--- src/rtl/pipe_sum_tree.sv ---
module pipe_sum_tree #(
  parameter int N_IN   = 5,
  parameter int K_STG  = 3,
  parameter int S_BITS = 3,
  localparam int WORD_W = K_STG * S_BITS,
  localparam int LEV    = (N_IN > 1) ? $clog2(N_IN) : 1,
  localparam int SUM_W  = WORD_W + LEV
) (
  input  logic                   clk,
  input  logic                   rst,
  input  logic                   in_valid,
  input  logic [N_IN*WORD_W-1:0] in_words,
  output logic                   out_valid,
  output logic [SUM_W-1:0]       out_sum
);
  localparam int NP  = 1 << LEV;
  localparam int LAT = LEV + K_STG - 1;
  localparam int TOP = (K_STG - 1) * S_BITS;

  wire [SUM_W-1:0] nd [LEV+1][NP];

  genvar i, j, l;

  for (i = 0; i < NP; i++) begin : g_in
    if (i < N_IN) begin : g_word
      for (j = 0; j < K_STG; j++) begin : g_slc
        if (j == 0) begin : g_now
          assign nd[0][i][S_BITS-1:0] = in_words[i*WORD_W +: S_BITS];
        end else begin : g_skew
          logic [S_BITS-1:0] ch [j];
          always_ff @(posedge clk) begin
            if (rst) begin
              for (int m = 0; m < j; m++) ch[m] <= '0;
            end else begin
              ch[0] <= in_words[i*WORD_W + j*S_BITS +: S_BITS];
              for (int m = 1; m < j; m++) ch[m] <= ch[m-1];
            end
          end
          assign nd[0][i][j*S_BITS +: S_BITS] = ch[j-1];
        end
      end
      assign nd[0][i][SUM_W-1:WORD_W] = '0;
    end else begin : g_pad
      assign nd[0][i] = '0;
    end
  end

  for (l = 1; l <= LEV; l++) begin : g_lvl
    for (i = 0; i < (NP >> l); i++) begin : g_add
      localparam int WI = WORD_W + l - 1;
      logic [WI:0]      q;
      logic [K_STG-1:0] cq;
      wire  [WI-1:0]    a = nd[l-1][2*i][WI-1:0];
      wire  [WI-1:0]    b = nd[l-1][2*i+1][WI-1:0];
      always_ff @(posedge clk) begin
        if (rst) begin
          q  <= '0;
          cq <= '0;
        end else begin
          cq[0] <= 1'b0;
          for (int m = 0; m < K_STG - 1; m++)
            {cq[m+1], q[m*S_BITS +: S_BITS]} <= {1'b0, a[m*S_BITS +: S_BITS]}
                                              + {1'b0, b[m*S_BITS +: S_BITS]}
                                              + {{S_BITS{1'b0}}, cq[m]};
          q[WI:TOP] <= {1'b0, a[WI-1:TOP]} + {1'b0, b[WI-1:TOP]}
                     + {{(WI-TOP){1'b0}}, cq[K_STG-1]};
        end
      end
      assign nd[l][i] = SUM_W'(q);
    end
  end

  wire [SUM_W-1:0] root = nd[LEV][0];

  for (j = 0; j < K_STG - 1; j++) begin : g_dsk
    localparam int D = K_STG - 1 - j;
    logic [S_BITS-1:0] dq [D];
    always_ff @(posedge clk) begin
      if (rst) begin
        for (int m = 0; m < D; m++) dq[m] <= '0;
      end else begin
        dq[0] <= root[j*S_BITS +: S_BITS];
        for (int m = 1; m < D; m++) dq[m] <= dq[m-1];
      end
    end
    assign out_sum[j*S_BITS +: S_BITS] = dq[D-1];
  end
  assign out_sum[SUM_W-1:TOP] = root[SUM_W-1:TOP];

  logic [LAT-1:0] vq;
  always_ff @(posedge clk) begin
    if (rst) vq <= '0;
    else     vq <= LAT'({vq, in_valid});
  end
  assign out_valid = vq[LAT-1];

  // Assertion support: independent history of input LSB parity and in-flight count
  localparam int CW = $clog2(LAT + 2);
  localparam logic [SUM_W:0] MAXS = (SUM_W+1)'(N_IN) * (SUM_W+1)'({WORD_W{1'b1}});
  logic           lsb_par;
  logic [LAT-1:0] par_h;
  logic [CW-1:0]  inflight;
  always_comb begin
    lsb_par = 1'b0;
    for (int m = 0; m < N_IN; m++) lsb_par = lsb_par ^ in_words[m*WORD_W];
  end
  always_ff @(posedge clk) begin
    if (rst) begin
      par_h    <= '0;
      inflight <= '0;
    end else begin
      par_h    <= LAT'({par_h, lsb_par});
      inflight <= inflight + CW'(in_valid) - CW'(out_valid);
    end
  end

  a_r5_reset_clears: assert property (@(posedge clk)
    rst |=> (!out_valid && out_sum == '0));
  a_r1_lsb_parity: assert property (@(posedge clk) disable iff (rst)
    out_sum[0] == par_h[LAT-1]);
  a_r2_no_overflow: assert property (@(posedge clk) disable iff (rst)
    {1'b0, out_sum} <= MAXS);
  a_r4_valid_inflight: assert property (@(posedge clk) disable iff (rst)
    (out_valid |-> inflight != '0) and (inflight <= CW'(LAT)));
endmodule

--- config.mk ---
export PLATFORM = sky130hd
export DESIGN_NAME = pipe_sum_tree
export DESIGN_NICKNAME = d
export VERILOG_FILES = /design/src/rtl/pipe_sum_tree.sv
export SDC_FILE = /design/constraint.sdc
export NUM_CORES = 1
export LEC_CHECK = 0
export CORE_UTILIZATION = 50
export DETAILED_ROUTE_END_ITERATION = 10
export GPL_TIMING_DRIVEN = 0
export PLACE_DENSITY = 0.73
export SLEW_MARGIN = 40
export SYNTH_ARGS = -nofsm -noshare
export SYNTH_HDL_FRONTEND = slang
export SYNTH_SLANG_ARGS = --single-unit
--- constraint.sdc ---
create_clock -name clk -period 2.6 [get_ports clk]
set_input_delay 0.52 -clock clk [delete_from_list [all_inputs] [get_ports clk]]
set_output_delay 0.52 -clock clk [all_outputs]
set_load 0.005 [all_outputs]
==> impl_metrics.yaml <==
synth:
  syn_nets: 519
  ys_warn_count: 0
  yosysTopAreaCell: "dfxtp_1"
  synth_area_per_cell_um2: 11.08
  yosysTopAreaCellShare_pct: 54.79
  synth_flop_cell: "dfxtp_1"
  ys_ff_latch: 128
  yosysSeqAreaShare_pct: 54.79
  async_reset_ff_share_pct: 0
  synth-edff-count: 0
  synth_area_mm2: 0.004677
  yosys-top-cells-area: "dfxtp_1, nor2b_1, fa_1, ha_1, inv_1"
  yosysUniqueCellTypes: 20
  syn-instance-count: 422
sta:
  setup_viol: 0
  skew_ns: 0.006841
  hold_ws_ns: 0.4350
  final-max-slew-violation-count: 0
  rsz0062_at_grt: "no"
  fmax_ghz: 0.5231
  finalHoldViolations: 0
  period_share_pct: 73.53
  worst_pin_slew_ns: 0.2974
  relSlewSlack_pct: 80.18
  tns_ns: 0
  post-route-min-period_ns: 1.912
placement:
  numPortBuffers: 60
  dpl.hpwl_um: 5126
  gp_congestion: 0.7865
job:
  max_cap_violations: 0
power_and_ir_drop:
  p_seq_share_pct: 43.7
  pwr-share-comb_pct: 7.8
  p_sw_w: 0.001092
  swShare_pct: 22.49
  power.leakage_nw: 2.611
  p_clk_share_pct: 48.5
  vdd_drop_max_uv: 444.2
  p_int_w: 0.003763
  powerDensity_mw_per_mm2: 807.9
global_route:
  grt_max_degree: 17
  grt_pass1_vias: 2931
  grt_pass1_wl_um: 12970
  antenna_found_initial: 0
  grt_usage_pct: 17.92
  overflow: 0
clocking:
  cts-htree-levels: 4
  clk_pin_slew_ns: 0.06
  clock_latency_ns: 0.51
  post-cts-setup-buffer-count: 0
  cts_resized: 0
  cts_buffer_depth: 2
  cts_root_buffer: "clkbuf_8"
  cts_tree: "yes"
  cts_hold_buf: 0
  cts_sinks: 128
  numCtsBuffers: 17
floorplanning:
  ios: 61
  fp-row-count: 34
  fp.dieArea_mm2: 0.009745
  die_x_um: 98.72
  die_y_um: 98.72
  core_mm2: 0.008891
  start_util_pct: 52.60
setup_path:
  endpoint_kind: "primary output"
  crit_path_start: "g_dsk[0].dq[0][5]"
  cp.arrival_ns: 1.39
  cp_max_fo: 1
  cp-start-kind: "flop"
  crit_type: "reg -> out"
  cp_cell_sequence: "buf_4 > clkdlybuf4s50_1"
  worst_ep_required_time_ns: 2.08
  rr_startpoint: "g_lvl[2].g_add[0].q[6]"
  crit_buf_inv: 2
  slowest_delay_ns: 0.48
  cp_top_family: "buffers and inverters"
  cp_slowest_cell: "clkdlybuf4s50_1"
final_layout:
  fillers: 683
  final_cell_mix: "dfxtp_1, nor2b_1, clkdlybuf4s50_1, inv_1, nor2_1"
  drive_above_1_share_pct: 10.92
  final_common_cell: "dfxtp_1"
  diodes: 0
  num-nets-final: 598
  multi_input_area_mm2: 0.001797
  syn_to_final_growth_pct: 28.49
  seqCellArea_mm2: 0.002562
drt:
  detail-route-antenna-nets: 0
  wirelength_um: 7557
  drt-initial-drc-count: 31
  drc: 0
  route.vias.total: 2806
  routed_via_density: 4.519
  drt_first_pass_iters: 4
  wire_per_inst_um: 12.17
status:
  status: "finished, final reports clean"
hold_path:
  hp-class: "reg -> reg"
  hold_start: "g_in[3].g_word.g_slc[2].g_skew.ch[0][2]"
[Yosys cell counts (2+ instances only)]
master	count
fa_1	20
nor2b_1	90
inv_1	48
dfxtp_1	128
buf_4	9
a21oi_1	14
a21o_1	10
buf_2	14
xor2_1	10
ha_1	29
xnor2_1	2
o21ai_0	3
nor3b_1	2
nor2_1	37
[per-stage QoR]
| stage | utilization, % | worst slack [ns] | instances | instance area [µm²] | power [W] |
|---|---|---|---|---|---|
| after floorplan | - | 1.079 | 422 | 4677 | 0.002382 |
| after global placement | 60.88 | 0.7003 | 590 | 5413 | 0.002519 |
| after detailed placement | 60.88 | 0.6866 | 590 | 5413 | 0.002540 |
| after CTS | 67.59 | 0.6684 | 621 | 6010 | 0.004894 |
| after global routing | 67.59 | 0.6133 | 621 | 6010 | 0.005048 |
| final | 67.59 | 0.6883 | 621 | 6010 | 0.004855 |
[per-layer routing]
layer	vias up	routed length, µm	global-route usage, %
li1	1442	-	-
met1	1272	3261	18.99
met2	72	3785	31.37
met3	20	318	6.738
met4	0	191	8.840
met5	-	0	0
[power by group through the flow]
stage	clock, W	sequential, W	combinational [W]
global route	0.00249	0.00213	0.000432
CTS	0.00239	0.00212	0.000388
detailed placement	0	0.00216	0.000379
finish	0.00235	0.00212	0.000381
global placement	0	0.00216	0.000362
floorplan	0	0.00215	0.000231
[flip-flops by register name, summed over array words and instances (netlist names)]
signal,cells
vq,5
g_dsk.dq,9
g_in.g_word.g_slc.g_skew.ch,45
g_lvl.g_add.q,61
g_lvl.g_add.cq,8
[kinds of logic (layout without fill, tap and decap cells)]
group | Yosys count | count (layout) | synth area share (%)
compound gates | 29 | 29 | 3.879
buf+inv | 71 | 162 | 6.795
simple gates | 132 | 132 | 15.73
xor+xnor | 12 | 12 | 2.247
mux | 1 | 1 | 0.2408
fa+ha+maj | 49 | 49 | 16.32
flops | 128 | 128 | 54.79
[final timing paths]
kind                                                           endpoint  slack [ns]  depth (start not counted)
worst max-delay path                                         out_sum[2]        0.69                          2
worst min-delay path            g_in[3].g_word.g_slc[2].g_skew.ch[0][5]        0.43                          1
worst max register to register                  g_lvl[3].g_add[0].q[10]        0.98                          7
worst min register to register  g_in[3].g_word.g_slc[2].g_skew.ch[0][5]        0.43                          1
[layout make-up]
cell class / instances / share of cell area, %
Buffer: 23 / 2.290
Multi-Input combinational cell: 223 / 29.90
Timing Repair Buffer: 60 / 9.994
Sequential cell: 128 / 42.64
Clock buffer: 17 / 6.892
Clock inverter: 14 / 3.040
Tap cell: 108 / 2.249
Inverter: 48 / 2.998
(Power assumes the default switching activity.)
